==> src/rtl/gpio_irq_pkg.sv <==
package gpio_irq_pkg;

    typedef enum logic [1:0] {
        TRIG_RISE  = 2'd0,
        TRIG_FALL  = 2'd1,
        TRIG_BOTH  = 2'd2,
        TRIG_LEVEL = 2'd3
    } trig_e;

    localparam int BUS_W  = 32;
    localparam int ADDR_W = 3;

    // word indices of the register map
    localparam logic [ADDR_W-1:0] IDX_DATA = 3'd0;
    localparam logic [ADDR_W-1:0] IDX_DIR  = 3'd1;
    localparam logic [ADDR_W-1:0] IDX_MASK = 3'd2;
    localparam logic [ADDR_W-1:0] IDX_CAP  = 3'd3;
    localparam logic [ADDR_W-1:0] IDX_SET  = 3'd4;
    localparam logic [ADDR_W-1:0] IDX_CLR  = 3'd5;

endpackage

==> src/rtl/gpio_pin_sync.sv <==
module gpio_pin_sync #(
    parameter int W = 32
) (
    input  logic         clk,
    input  logic         rst_n,
    input  logic [W-1:0] pin_i,
    output logic [W-1:0] sync_o,
    output logic [W-1:0] prev_o
);

    typedef struct packed {
        logic [W-1:0] meta;
        logic [W-1:0] sync;
        logic [W-1:0] prev;
    } sync_t;

    sync_t st_d, st_q;

    always_comb begin
        st_d      = st_q;
        st_d.meta = pin_i;
        st_d.sync = st_q.meta;
        st_d.prev = st_q.sync;
    end

    always_ff @(posedge clk or negedge rst_n) begin
        if (!rst_n) begin
            st_q <= '0;
        end else begin
            st_q <= st_d;
        end
    end

    assign sync_o = st_q.sync;
    assign prev_o = st_q.prev;

endmodule

==> src/rtl/gpio_edge_detect.sv <==
module gpio_edge_detect
    import gpio_irq_pkg::*;
#(
    parameter int    W       = 32,
    parameter trig_e TRIGGER = TRIG_RISE
) (
    input  logic [W-1:0] sync_i,
    input  logic [W-1:0] prev_i,
    output logic [W-1:0] evt_o
);

    generate
        if (TRIGGER == TRIG_RISE) begin : g_rise
            assign evt_o = sync_i & ~prev_i;
        end else if (TRIGGER == TRIG_FALL) begin : g_fall
            assign evt_o = ~sync_i & prev_i;
        end else if (TRIGGER == TRIG_BOTH) begin : g_both
            assign evt_o = sync_i ^ prev_i;
        end else begin : g_level
            logic unused_lvl;
            assign unused_lvl = ^{sync_i, prev_i};
            assign evt_o      = '0;
        end
    endgenerate

endmodule

==> src/rtl/gpio_capture.sv <==
module gpio_capture #(
    parameter int W = 32
) (
    input  logic         clk,
    input  logic         rst_n,
    input  logic [W-1:0] evt_i,
    input  logic         clr_we_i,
    input  logic [W-1:0] clr_bits_i,
    output logic [W-1:0] cap_o
);

    typedef struct packed {
        logic [W-1:0] cap;
    } cap_t;

    cap_t st_d, st_q;
    logic [W-1:0] clr_mask;

    always_comb begin
        clr_mask   = clr_we_i ? clr_bits_i : '0;
        st_d       = st_q;
        // a fresh event takes priority over a clear in the same cycle
        st_d.cap   = (st_q.cap & ~clr_mask) | evt_i;
    end

    always_ff @(posedge clk or negedge rst_n) begin
        if (!rst_n) begin
            st_q <= '0;
        end else begin
            st_q <= st_d;
        end
    end

    assign cap_o = st_q.cap;

endmodule

==> src/rtl/gpio_regs.sv <==
module gpio_regs
    import gpio_irq_pkg::*;
#(
    parameter int W = 32
) (
    input  logic              clk,
    input  logic              rst_n,
    input  logic [ADDR_W-1:0] bus_addr,
    input  logic              bus_wr,
    input  logic [BUS_W-1:0]  bus_wdata,
    input  logic              bus_rd,
    input  logic [W-1:0]      sync_i,
    input  logic [W-1:0]      cap_view_i,
    output logic              cap_clr_o,
    output logic [W-1:0]      out_o,
    output logic [W-1:0]      dir_o,
    output logic [W-1:0]      mask_o,
    output logic [BUS_W-1:0]  rdata_o
);

    typedef struct packed {
        logic [W-1:0]     out;
        logic [W-1:0]     dir;
        logic [W-1:0]     mask;
        logic [BUS_W-1:0] rdata;
    } regs_t;

    regs_t st_d, st_q;
    logic [W-1:0] wbits;

    always_comb begin
        wbits     = bus_wdata[W-1:0];
        st_d      = st_q;
        cap_clr_o = 1'b0;
        if (bus_wr) begin
            case (bus_addr)
                IDX_DATA: st_d.out  = wbits;
                IDX_DIR:  st_d.dir  = wbits;
                IDX_MASK: st_d.mask = wbits;
                IDX_CAP:  cap_clr_o = 1'b1;
                IDX_SET:  st_d.out  = st_q.out | wbits;
                IDX_CLR:  st_d.out  = st_q.out & ~wbits;
                default:  ;
            endcase
        end
        if (bus_rd) begin
            st_d.rdata = '0;
            case (bus_addr)
                IDX_DATA: st_d.rdata[W-1:0] = sync_i;
                IDX_DIR:  st_d.rdata[W-1:0] = st_q.dir;
                IDX_MASK: st_d.rdata[W-1:0] = st_q.mask;
                IDX_CAP:  st_d.rdata[W-1:0] = cap_view_i;
                default:  ;
            endcase
        end
    end

    always_ff @(posedge clk or negedge rst_n) begin
        if (!rst_n) begin
            st_q <= '0;
        end else begin
            st_q <= st_d;
        end
    end

    assign out_o   = st_q.out;
    assign dir_o   = st_q.dir;
    assign mask_o  = st_q.mask;
    assign rdata_o = st_q.rdata;

endmodule

==> src/rtl/gpio_irq_top.sv <==
module gpio_irq_top
    import gpio_irq_pkg::*;
#(
    parameter int    N_PINS  = 32,
    parameter trig_e TRIGGER = TRIG_RISE
) (
    input  logic              clk,
    input  logic              rst_n,
    input  logic [2:0]        bus_addr,
    input  logic              bus_wr,
    input  logic [31:0]       bus_wdata,
    input  logic              bus_rd,
    output logic [31:0]       bus_rdata,
    input  logic [N_PINS-1:0] pin_in,
    output logic [N_PINS-1:0] pin_out,
    output logic [N_PINS-1:0] pin_oe,
    output logic              irq
);

    localparam bit IS_LEVEL = (TRIGGER == TRIG_LEVEL);

    logic [N_PINS-1:0] sync_w, prev_w, evt_w, cap_w, mask_w;
    logic [N_PINS-1:0] cap_view_w, pend_w;
    logic              cap_clr_w;

    gpio_pin_sync #(.W(N_PINS)) u_sync (
        .clk    (clk),
        .rst_n  (rst_n),
        .pin_i  (pin_in),
        .sync_o (sync_w),
        .prev_o (prev_w)
    );

    gpio_edge_detect #(.W(N_PINS), .TRIGGER(TRIGGER)) u_edge (
        .sync_i (sync_w),
        .prev_i (prev_w),
        .evt_o  (evt_w)
    );

    gpio_capture #(.W(N_PINS)) u_cap (
        .clk        (clk),
        .rst_n      (rst_n),
        .evt_i      (evt_w),
        .clr_we_i   (cap_clr_w),
        .clr_bits_i (bus_wdata[N_PINS-1:0]),
        .cap_o      (cap_w)
    );

    gpio_regs #(.W(N_PINS)) u_regs (
        .clk        (clk),
        .rst_n      (rst_n),
        .bus_addr   (bus_addr),
        .bus_wr     (bus_wr),
        .bus_wdata  (bus_wdata),
        .bus_rd     (bus_rd),
        .sync_i     (sync_w),
        .cap_view_i (cap_view_w),
        .cap_clr_o  (cap_clr_w),
        .out_o      (pin_out),
        .dir_o      (pin_oe),
        .mask_o     (mask_w),
        .rdata_o    (bus_rdata)
    );

    generate
        if (IS_LEVEL) begin : g_level_src
            logic unused_cap;
            assign unused_cap = ^cap_w;
            assign cap_view_w = sync_w & mask_w;
            assign pend_w     = cap_view_w;
        end else begin : g_edge_src
            assign cap_view_w = cap_w;
            assign pend_w     = cap_w & mask_w;
        end
    endgenerate

    assign irq = |pend_w;

endmodule

==> config.mk <==
export PLATFORM = sky130hd
export DESIGN_NAME = gpio_irq_top
export DESIGN_NICKNAME = d
export VERILOG_FILES = /design/src/rtl/gpio_irq_pkg.sv /design/src/rtl/gpio_pin_sync.sv /design/src/rtl/gpio_edge_detect.sv /design/src/rtl/gpio_capture.sv /design/src/rtl/gpio_regs.sv /design/src/rtl/gpio_irq_top.sv
export SDC_FILE = /design/constraint.sdc
export NUM_CORES = 1
export LEC_CHECK = 0
export ABC_CLOCK_PERIOD_IN_PS = 2000
export BUFFER_PORTS_ARGS = -buffer_cell sky130_fd_sc_hd__clkbuf_2
export CAP_MARGIN = 10
export CORE_ASPECT_RATIO = 0.9
export CORE_MARGIN = 2
export CORE_UTILIZATION = 54
export DETAILED_ROUTE_END_ITERATION = 7
export PLACE_DENSITY = 0.74
export SLEW_MARGIN = 25
export SYNTH_ARGS = -nofsm -noshare
export SYNTH_HDL_FRONTEND = slang
export SYNTH_SLANG_ARGS = --single-unit
==> constraint.sdc <==
create_clock -name clk -period 2 [get_ports clk]
set_clock_uncertainty 0.2 [all_clocks]
set_input_delay 0 -clock clk [delete_from_list [all_inputs] [get_ports clk]]
set_output_delay 0 -clock clk [all_outputs]
set_load 0.05 [all_outputs]
# Yosys cells after proc, flatten, opt, wreduce, memory -nomap -nowiden
# Cells that the tools add are included.
[word_totals]
ff_bits = 256
out_inout_bits = 97
elab_cells = 33
[op_classes]
eq_ne = 5
muxes = 5
bitwise = 9
reduce_logical = 6
[op_table]
columns = ["op", "count"]
rows = [
  ["AND 32 bit", 4],
  ["case mux 32 bit (4 select lines)", 1],
  ["NOT 32 bit", 3],
  ["case mux 32 bit (3 select lines)", 1],
  ["bitwise OR 32 bit", 2],
  ["2-to-1 mux 32 bit", 1],
  ["OR reduction 32 bit", 1],
  ["== test 3 x 2 -> 1 bit, second input constant", 2],
  ["== test 3 bit, second input constant", 2],
  ["AND reduction 2 bit", 3],
  ["== test 3 x 1 -> 1 bit, second input constant", 1],
  ["zero test 3 bit", 1],
  ["nonzero test 3 bit", 1],
  ["2-to-1 mux 1 bit", 2],
]

# Longest topological paths before layout
# Gate-level depths: netlist (run 1).
[depth]
depth_word = 7
mapped_depth = 7
ltp_nobuf = 3

# Modules after synthesis
# A second synthesis (run 1) with hierarchy kept.
[hier_totals]
hier_cells = 772
hier_area_um2 = 10812.9
[modules_own_cells]
columns = ["module", "instances", "cells_each", "area_each_um2", "seq_area_each_um2"]
rows = [
  ["gpio_regs", 1, 492, 6377.4, 3203.1],
  ["gpio_pin_sync", 1, 128, 2642.5, 2402.3],
  ["gpio_capture", 1, 99, 1194.9, 800.8],
  ["gpio_edge_detect", 1, 32, 440.4, 0.0],
  ["gpio_irq_top", 1, 21, 157.7, 0.0],
]

# Worst setup path before layout (run 1)
# Ideal clock, no wire load.
[synth_timing]
kind = "register to output"
start = "register u_regs.st_q (netlist bit u_regs.mask_o[14])"
end = "output port irq"
arrival_time_ns = 1.402
path_slack_ns = 0.398
stages_incl_launch_ff = 4
n_path_buf = 0
cell_sequence = "dfrtp_1 > a22oi_1 > nand4_1 > or4_1"
[synth_between]
elab_chain_len = 2
[synth_rtl]
columns = ["element", "line_no", "text"]
rows = [
  ["from (decl)", "gpio_regs.sv:28", "regs_t st_d, st_q;"],
  ["from (signal assigned)", "gpio_regs.sv:62", "st_q <= st_d;"],
  ["AND 32 bit", "gpio_irq_top.sv:73", "assign pend_w = cap_w & mask_w;"],
  ["OR reduction 32 bit", "gpio_irq_top.sv:77", "assign irq = |pend_w;"],
  ["to (decl)", "gpio_irq_top.sv:17", "output logic irq"],
]
# No other way between the ends.

# Worst setup path in the final report (run 1)
[layout_timing]
start = "register u_regs.st_q (netlist bit u_regs.mask_o[10])"
end = "output port irq"
# The elaborated chain is that of the path after synthesis.

==> results.md, run 1 <==
* Clock-pin slew reported for the worst setup and hold paths after clock tree synthesis at 60 ps
* CTS H-Tree Depth at 1
* Largest fanout on the critical path at 3
* Library cell used as clock root buffer: clkbuf_16
* Number of antenna violations at the first check in global routing at 0
* Max Cap Violations at 0
* Number of placed I/O pins at 168
* Die boundary height at 133 um
* # rows at 47
* Worst vdd ir at 0.556 mV
* Sw Ratio at 32.7%
* Routability Congestion at 0.847
* Data required time at the worst endpoint at 1800 ps
* Startpoint of the worst hold path: bus_wdata[11]
* Switching power summed over all nets at 4600 uW
* Inserted Diodes at 0
* Endpoint arrival time on the critical path at 2060 ps
* Final max-slew violation count at 0
* Count of final hold-check violations at 0
* Count of state elements after synthesis at 256
* Total clock buffers created by CTS at 25
* Non-Filler Cell Area, Final at 13,000 um^2
* R2r setup slk at 470 ps
* Post-synthesis cell type with the largest combined area: dfrtp_1
* Crit path setup slack, layout at -258 ps
* Clock Power Share at 31.9%
* Inst Count DP at 1,073
* Worst slew slack as a fraction of its limit at 28.9%
* Delay of the slowest cell on the worst path at 560 ps
* Synth area leaders: dfrtp_1 64%, mux4_2 7.2%, a22o_1 5.6%
* Sequential cell area fraction in the yosys report at 64.4%
* Basic-gate share of the synthesized area counting and, or, nand and nor cells at 3.30%
* Critical R2R Capture: u_regs.rdata_o[5]
* Initial detailed-routing violation count at 590
* Avg Cell Area, Syn at 14.7 um^2
* Core region area at 18,200 um^2
* Routed wire length at 26.3 mm
* DR DRC count at 0
* Type of the worst setup path: reg2out
* Xor/xnor share of the synthesized area at 0.0881%
* Portion of netlist area occupied by mux cells at 15.6%
* Adder-cell share of the synthesized area at 0%
* Die Width at 147 um
* Share of post-route cells with drive strength above 1 at 32.0%
* Port Buffers at 167
* Bufs on Longest Clock Path at 3
* Endpoint class of the critical path: output port
* Combinational group share of total power at 23.1%
* Layout overhead on the synthesized area at 30.7%
* Starting density of the core at 54.5%
* Fraction of post-synthesis cell area in the top cell type by area at 64.4%
* Cells after Synth at 678
* Final Instance Count excl. Fillers at 1,223
* Startpoint of the lowest-slack register-to-register path: u_cap.cap_o[5]
* HPWL after detailed placement at 16.3 mm
* P per Cell Area at 1080 nW/um^2
* Final ANT Viol Nets at 0
* Vias post-DR at 6,887
* Clock latency reported for the late side of the worst-skew pair at 510 ps
* Compound-Gate Fraction of Synth Area at 10.9%
* Detailed-router iteration count before antenna repair at 5
* Combined global-route utilization of all metal layers at 27.6%
* First-pass GRT wire length at 41.8 mm
* Family of cells with the greatest summed delay on the critical path: simple AND/OR/NAND/NOR gates
* Vias/cell at 5.63
* Dominant combinational cell family by area after synthesis: multiplexers
* Worst hold path class: in2reg
* Endpoints failing setup at 1
* Wirelength per Cell at 21.5 um
* Placed Area at 11,100 um^2
* Fin nets at 1,030
* Crit path buf inv count at 1
* Worst-Margin Slew at 1060 ps
* Final global-route overflow total at 0
* Post-synth net total at 749
* Source of the critical timing path: u_regs.mask_o[10]
* Number of unique standard cell types used by synthesis at 24
* Via count of the first global-routing pass at 7,458
* Violated checks: setup timing
* Yosys synthesis warning count at 0
* Cell-internal power at 9470 uW
* Outcome: finished with violations
* Peak Freq at 443 MHz
* Maximum number of pins on one net before global-route repair at 65
* Crit path time final at 2260 ps
* Sequential cell fraction of total power at 44.9%
* Final Cycle Share at 113%
* Number of logic stages on the critical path including buffering at 4
* Critical path launch point type: flop
* Leakage power at 0.00607 uW
* CTS tree: done
* Critical-path cell list: a22oi_2, nand4_1, or4_4, clkbuf_16
* Library cell contributing the largest single delay on the critical path: or4_4
* Critical Path Sink: irq
* Post-synthesis instance area at 9940 um^2
* Total die area at 19,500 um^2
* Worst Reg-to-Reg Cells at 4
* Unrepaired setup endpoints after global routing: yes
* Number of sinks on the clock net at 256
==> worst min path at each step <==
stage / to / depth (start not counted)
4_1_cts: u_regs.mask_o[25] / 3
3_3_place_gp: u_regs.out_o[9] / 1
3_5_place_dp: u_regs.out_o[9] / 1
6_report: u_regs.mask_o[11] / 3
5_1_grt: u_regs.dir_o[25] / 3
2_1_floorplan: u_cap.cap_o[0] / 0
==> power groups by stage <==
stage                     clock (uW)  sequential [uW]  combinational, uW
after global placement             0             6320               3000
after CTS                       4550             6300               3250
after detailed placement           0             6370               3060
after global routing            4750             6390               3420
final                           4490             6320               3260
after floorplan                    0             7480                946
==> layout by cell type, fill, tap and decap left out <==
cell / instances
a22o_1: 64
a22oi_1: 8
a22oi_2: 8
and4b_1: 1
buf_12: 8
buf_2: 1
buf_4: 17
buf_8: 1
clkbuf_1: 6
clkbuf_16: 26
clkbuf_2: 164
clkbuf_8: 5
clkinv_2: 4
clkinv_4: 1
clkinvlp_4: 4
dfrtp_1: 256
dlygate4sd3_1: 103
inv_1: 64
inv_6: 1
mux2_1: 30
mux2_2: 4
mux2_4: 30
mux4_2: 32
nand2_1: 64
nand2b_1: 1
nand4_1: 4
nor2b_4: 3
nor4bb_4: 2
o211ai_1: 32
o21ai_0: 32
or4_4: 1
xnor2_2: 1
==> routing by layer <==
metal	track usage (%)	routed length (um)	vias to the layer above
met3	4.90	1620	60
met5	0	0	-
met1	38.3	11000	3558
met4	8.97	868	0
li1	-	-	2976
met2	45.3	12900	293
==> state kept, by name, summed over array words and instances, names as in the netlist <==
| name | cells |
|---|---|
| u_regs.dir_o | 32 |
| u_regs.mask_o | 32 |
| u_cap.cap_o | 32 |
| u_sync.st_d | 32 |
| u_regs.rdata_o | 32 |
| u_sync.prev_o | 32 |
| u_regs.out_o | 32 |
| u_sync.sync_o | 32 |
==> what timing repair did <==
action,CTS,global route
setup buffers,1,0
hold buffers,103,0
resized for setup,11,1
setup endpoints to repair,1,1
endpoints found under the hold margin,448,0
pin swaps,5,0
==> worst min-delay path: cells and delay by family <==
| kind | cells | cell delay (ps) |
|---|---|---|
| muxes | 1 | 140 |
| buffers and inverters | 2 | 670 |
==> per-stage QoR <==
| step | total power, uW | hold slack, ps | setup TNS [ps] | worst slack, ps | util, % |
|---|---|---|---|---|---|
| after global placement | 9320 | -209 | 0 | 147 | 60.9 |
| final | 14100 | 131 | -258 | -258 | 71.3 |
| after floorplan | 8420 | -496 | 0 | 398 | - |
| after global routing | 14600 | 130 | -335 | -335 | 71.3 |
| after CTS | 14100 | 104 | -267 | -267 | 71.3 |
| after detailed placement | 9430 | -201 | 0 | 145 | 60.9 |
==> area by class of cell <==
type,instances,area [um^2]
multi-input cells,317,3080
clock inverters,10,67.6
inverters,64,240
well taps,245,307
repair buffers,295,2180
clock buffers,36,717
fillers,1167,5230
flip-flops and latches,256,6410
==> cell families after synthesis <==
family                    Yosys count
DFF                               256
AOI/OAI and AO/OA                 144
buffers and inverters             105
muxes                              96
and+or+nand+nor                    76
xor gates and xnor gates            1
==> cell usage after synthesis <==
| cell type | count |
|---|---|
| clkbuf_2 | 1 |
| mux2_2 | 4 |
| a22oi_1 | 16 |
| buf_2 | 14 |
| buf_12 | 6 |
| xnor2_1 | 1 |
| dfrtp_1 | 256 |
| inv_1 | 64 |
| buf_6 | 4 |
| nor4bb_1 | 2 |
| a22o_1 | 64 |
| mux2_1 | 30 |
| o211ai_1 | 32 |
| nor2b_1 | 3 |
| o21ai_0 | 32 |
| or4_1 | 1 |
| nand4_1 | 4 |
| mux2_4 | 30 |
| clkbuf_1 | 10 |
| nand2b_1 | 1 |
| and4b_1 | 1 |
| mux4_2 | 32 |
| nand2_1 | 64 |
| buf_4 | 6 |
No activity file was read; power rests on OpenSTA's default activity.
==> inputs of run 2 (changes only) <==
CORE_UTILIZATION = 52   (was 54)
PLACE_DENSITY = 0.72   (was 0.74)
==> results.md, run 2 (synthesized netlist as in run 1, its figures left out) <==
* Outcome: finished with violations
* Violated checks: setup timing
* Final max-slew violation count at 0 (unchanged)
* Library cell used as clock root buffer: clkbuf_16
* Largest fanout on the critical path at 3 (unchanged)
* Source of the critical timing path: u_regs.mask_o[17]
* R2r setup slk at 530 ps (+60 ps)
* Number of antenna violations at the first check in global routing at 0 (unchanged)
* Multi-input gate area at 3080 um^2 (about the same)
* Fin nets at 1,026 (-0.39%)
* Clock-pin slew reported for the worst setup and hold paths after clock tree synthesis at 60 ps (about the same)
* Routed wire length at 25.6 mm (-2.8%)
* Starting density of the core at 53.5% (-1.0 points)
* Die boundary height at 135 um (+1.8%)
* # rows at 47 (unchanged)
* Final Cycle Share at 114% (+0.93 points)
* Leading cell types in the layout, fill and taps excluded: 256 x dfrtp_1, 164 x clkbuf_2, 101 x dlygate4sd3_1
* Data required time at the worst endpoint at 1800 ps (about the same)
* Total die area at 20,200 um^2 (+3.7%)
* Worst-Margin Slew at 1030 ps (-38.2 ps)
* Number of placed I/O pins at 168 (unchanged)
* Maximum number of pins on one net before global-route repair at 75 (+15%)
* Peak Freq at 439 MHz (-0.82%)
* Routability Congestion at 0.843 (-0.45%)
* Clock latency reported for the late side of the worst-skew pair at 520 ps (about the same)
* Vias post-DR at 6,847 (-0.58%)
* DR DRC count at 0 (unchanged)
* Fill count at 1,258 (+7.8%)
* P per Cell Area at 1100 nW/um^2 (+1.2%)
* Non-Filler Cell Area, Final at 13,000 um^2 (-0.25%)
* Total clock buffers created by CTS at 26 (+4.0%)
* Worst slew slack as a fraction of its limit at 31.4% (+2.6 points)
* Critical path launch point type: flop
* Detailed-router iteration count before antenna repair at 5 (unchanged)
* Worst Reg-to-Reg Cells at 4 (unchanged)
* Die Width at 150 um (+1.9%)
* Placed Area at 11,100 um^2 (-0.29%)
* Sequential cell area at 6410 um^2 (unchanged)
* Final global-route overflow total at 0 (unchanged)
* Count of final hold-check violations at 0 (unchanged)
* Endpoints failing setup at 1 (unchanged)
* Type of the worst setup path: reg2out
* Endpoint class of the critical path: output port
* Worst hold path class: in2reg
* Bufs on Longest Clock Path at 3 (unchanged)
* Combined global-route utilization of all metal layers at 26.1% (-1.5 points)
* Share of post-route cells with drive strength above 1 at 31.6% (-0.39 points)
* Total design power at 14,200 uW (+0.93%)
* Port Buffers at 167 (unchanged)
* Layout overhead on the synthesized area at 30.4%
* Crit path time final at 2280 ps (+18.6 ps)
* Max Cap Violations at 0 (unchanged)
* Crit path setup slack, layout at -277 ps (-18.6 ps)
* Most common cell after layout, fill and taps aside: dfrtp_1
* Leakage power at 0.00606 uW (-0.13%)
* Initial detailed-routing violation count at 426 (-28%)
* Unrepaired setup endpoints after global routing: yes
* Vias/cell at 5.64 (+0.16%)
* CTS tree: done
* Worst vdd ir at 0.603 mV (+8.3%)
* Critical R2R Capture: u_regs.rdata_o[6]
* Final ANT Viol Nets at 0 (unchanged)
* Critical Path Sink: irq
* Via count of the first global-routing pass at 7,510 (+0.70%)
* Place WS at 103 ps (-42.5 ps)
* First-pass GRT wire length at 41.0 mm (-1.9%)
* CTS H-Tree Depth at 1 (unchanged)
* Wirelength per Cell at 21.1 um (-2.1%)
* Endpoint arrival time on the critical path at 2080 ps (+20 ps)
* Startpoint of the lowest-slack register-to-register path: u_cap.cap_o[6]
* Number of sinks on the clock net at 256 (unchanged)
* Core region area at 18,600 um^2 (+1.9%)
* HPWL after detailed placement at 16.1 mm (-1.4%)
run 2: worst min path at each step:
| stage | end | slack (ps) | from | cells past startpoint |
|---|---|---|---|---|
| finish | u_regs.mask_o[18] | 50 | bus_addr[0] | 4 |
| global route | u_regs.dir_o[29] | 50 | bus_addr[0] | 4 |
| CTS | u_regs.mask_o[26] | 30 | bus_addr[0] | 4 |
| detailed placement | u_regs.rdata_o[9] | -270 | rst_n | 1 |
| global placement | u_regs.rdata_o[9] | -280 | rst_n | 1 |
| floorplan | u_cap.cap_o[0] | -500 | rst_n | 0 |
run 2: metrics by stage:
| step | hold slack [ps] | setup TNS (ps) | util (%) | std cells |
|---|---|---|---|---|
| 6_report | 48.4 | -277 | 69.8 | 1214 |
| 5_1_grt | 53.8 | -311 | 69.8 | 1213 |
| 4_1_cts | 29.6 | -269 | 69.8 | 1213 |
| 3_5_place_dp | -271 | 0 | 59.6 | 1070 |
| 3_3_place_gp | -280 | 0 | 59.6 | 1070 |
| 2_1_floorplan | -496 | 0 | - | 678 |
run 2: layout make-up:
class                      count  area share, %
multi-input combinational    317           23.7
clock buffer                  37           5.81
sequential                   256           49.4
timing repair buffer         290           16.4
antenna                        1         0.0193
tap                          245           2.36
clock inverter                 4          0.376
inverter                      64           1.85
run 2: where the power goes:
| group | leakage, uW | switching [uW] | internal (uW) | total, uW |
|---|---|---|---|---|
| clock | 0.000395 | 1920 | 2720 | 4640 |
| sequential | 0.00299 | 508 | 5820 | 6330 |
| combinational | 0.00267 | 2100 | 1140 | 3230 |
| total | 0.00606 | 4530 | 9670 | 14200 |
run 2: worst max-delay path, stage by stage, from the launching register on:
cell and delay [ps]:
dfrtp_1 400, a22oi_1 240, nand4_1 190, or4_4 530, clkbuf_16 190
run 2: per-layer routing:
metal | wire length [um] | part of all wire, % | GRT usage (%)
met1 | 11100 | 43 | 36.4
met2 | 12400 | 48 | 42.4
met3 | 1540 | 6.0 | 5.12
met4 | 582 | 2.3 | 7.97
met5 | 0 | 0 | 0
run 2: timing repair:
action	CTS	global route
hold endpoints to repair	448	0
buffers inserted	1	0
endpoints found under the setup margin	1	1
gates cloned	0	0
gates resized for setup	12	0
hold buffers	101	0
pin swaps	3	1
==> inputs of run 3 (changes only) <==
==> constraint.sdc (replaced) <==
create_clock -name clk -period 2 [get_ports clk]
set_clock_uncertainty 0.2 [all_clocks]
set_input_delay 0.4 -clock clk [delete_from_list [all_inputs] [get_ports clk]]
set_output_delay 0.4 -clock clk [all_outputs]
set_load 0.05 [all_outputs]
==> results.md, run 3 (synthesized netlist as in run 1, its figures left out) <==
* Vias/cell at 5.57 (-1.2%)
* First-pass GRT wire length at 40.4 mm (-1.5%)
* Maximum number of pins on one net before global-route repair at 101 (+35%)
* Type of the worst setup path: reg2out
* Most common cell after layout, fill and taps aside: dfrtp_1
* Worst-Margin Slew at 1030 ps (+3.14 ps)
* DR DRC count at 0 (unchanged)
* Post-CTS repair timing setup buffer count at 0 (-1)
* P per Cell Area at 1130 nW/um^2 (+2.8%)
* Inserted Diodes at 0 (-1)
* Endpoints failing setup at 1 (unchanged)
* Outcome: finished with violations
* Total clock buffers created by CTS at 26 (unchanged)
* Core region area at 18,600 um^2 (unchanged)
* Crit path time final at 2650 ps (+375 ps)
* Routability Congestion at 0.816 (-3.1%)
* Fin nets at 1,044 (+1.8%)
* Routed wire length at 25.6 mm (unchanged)
* Final max-slew violation count at 0 (unchanged)
* Total die area at 20,200 um^2 (unchanged)
* Placed Area at 11,600 um^2 (+4.5%)
* Die boundary height at 135 um (unchanged)
* Port Buffers at 167 (unchanged)
* Endpoint class of the critical path: output port
* Starting density of the core at 53.5% (unchanged)
* Die Width at 150 um (unchanged)
* Initial detailed-routing violation count at 474 (+11%)
* Endpoint arrival time on the critical path at 2050 ps (-30 ps)
* Final-layout worst hold slack at 14.4 ps (-34.0 ps)
* Final global-route overflow total at 0 (unchanged)
* Combined global-route utilization of all metal layers at 25.9% (-0.22 points)
* Clock latency reported for the late side of the worst-skew pair at 530 ps (about the same)
* Startpoint of the lowest-slack register-to-register path: u_cap.cap_o[26]
* Worst hold path class: in2reg
* Vias post-DR at 6,888 (+0.60%)
* Crit path setup slack, layout at -652 ps (-375 ps)
* Final Cycle Share at 133% (+19 points)
* Via count of the first global-routing pass at 7,353 (-2.1%)
* Number of sinks on the clock net at 256 (unchanged)
* Wirelength per Cell at 20.7 um (-1.8%)
* Largest fanout on the critical path at 3 (unchanged)
* Count of final hold-check violations at 0 (unchanged)
* Leading cell types in the layout, fill and taps excluded: 256 x dfrtp_1, 164 x clkbuf_2, 72 x buf_4
* CTS H-Tree Depth at 1 (unchanged)
* Setup tns final at -652 ps (-375 ps)
* HPWL after detailed placement at 16.3 mm (+1.8%)
* CTS tree: done
* Critical path launch point type: flop
* Violated checks: setup timing
* Number of placed I/O pins at 168 (unchanged)
* Leakage power at 0.00621 uW (+2.6%)
* Source of the critical timing path: u_regs.mask_o[10]
* # rows at 47 (unchanged)
* Worst vdd ir at 0.610 mV (+1.1%)
* Worst slew slack as a fraction of its limit at 31.2% (-0.21 points)
* Max Cap Violations at 0 (unchanged)
* Data required time at the worst endpoint at 1400 ps (-400 ps)
* Peak Freq at 377 MHz (-14%)
* Fill count at 1,270 (+0.95%)
* Clock-pin slew reported for the worst setup and hold paths after clock tree synthesis at 70 ps (about the same)
* Library cell used as clock root buffer: clkbuf_16
* Bufs on Longest Clock Path at 3 (unchanged)
* Unrepaired setup endpoints after global routing: yes
* Share of post-route cells with drive strength above 1 at 37.5% (+5.9 points)
* Layout overhead on the synthesized area at 31.8%
* Number of antenna violations at the first check in global routing at 0 (unchanged)
* Startpoint of the worst hold path: bus_wdata[1]
* Non-Filler Cell Area, Final at 13,100 um^2 (+1.1%)
* Detailed-router iteration count before antenna repair at 6 (+1)
* Final ANT Viol Nets at 0 (unchanged)
## run 3: what timing repair did
action,in CTS,in global routing
setup endpoints to repair,1,1
resized for setup,6,2
pin swaps,1,2
hold buffers,59,0
hold endpoints to repair,357,0
## run 3: path summary, 6_finish.rpt
check | endpoint | slack (ps) | depth (start not counted)
worst max register to register | u_regs.rdata_o[26] | 470 | 4
max in group asynchronous | u_regs.mask_o[16] | 820 | 3
min in group asynchronous | u_regs.rdata_o[9] | 70 | 2
worst max-delay path | irq | -650 | 5
worst min register to register | u_sync.sync_o[29] | 150 | 0
worst min-delay path | u_regs.mask_o[1] | 10 | 2
## run 3: final cells by class
cell class / count / area (um^2) / share of cell area, %
tap: 245 / 307 / 2.34
clock buffer: 35 / 766 / 5.84
inverter: 64 / 240 / 1.83
timing repair buffer: 308 / 2190 / 16.7
multi-input combinational: 317 / 3060 / 23.4
sequential: 256 / 6410 / 48.9
clock inverter: 11 / 135 / 1.03
## run 3: power by group
part	total (uW)	internal (uW)	leakage [uW]	switching (uW)
logic	3420	1270	0.00278	2150
registers	6280	5820	0.00299	465
clock network	5050	3060	0.000444	1990
## run 3: worst max-delay path, stage by stage, from the launching register on
cell	delay, ps
dfrtp_1	400
a22oi_2	180
buf_4	140
nand4_1	70
or4_4	560
buf_8	170
## run 3: stage by stage
step           instances  total power [uW]  setup slack (ps)  utilization, %
2_1_floorplan        678              8420               122               -
3_3_place_gp        1131              9560              -201            62.3
3_5_place_dp        1131              9650              -184            62.3
4_1_cts             1236             14800              -649            70.5
5_1_grt             1236             15300              -697            70.5
6_report            1236             14800              -652            70.5
## run 3: layer usage
metal	routed length [um]	global-route usage, %	vias up
met3	1440	4.01	41
li1	-	-	3000
met2	12500	41.8	246
met1	11100	37.4	3601
met5	0	0	-
met4	582	7.08	0
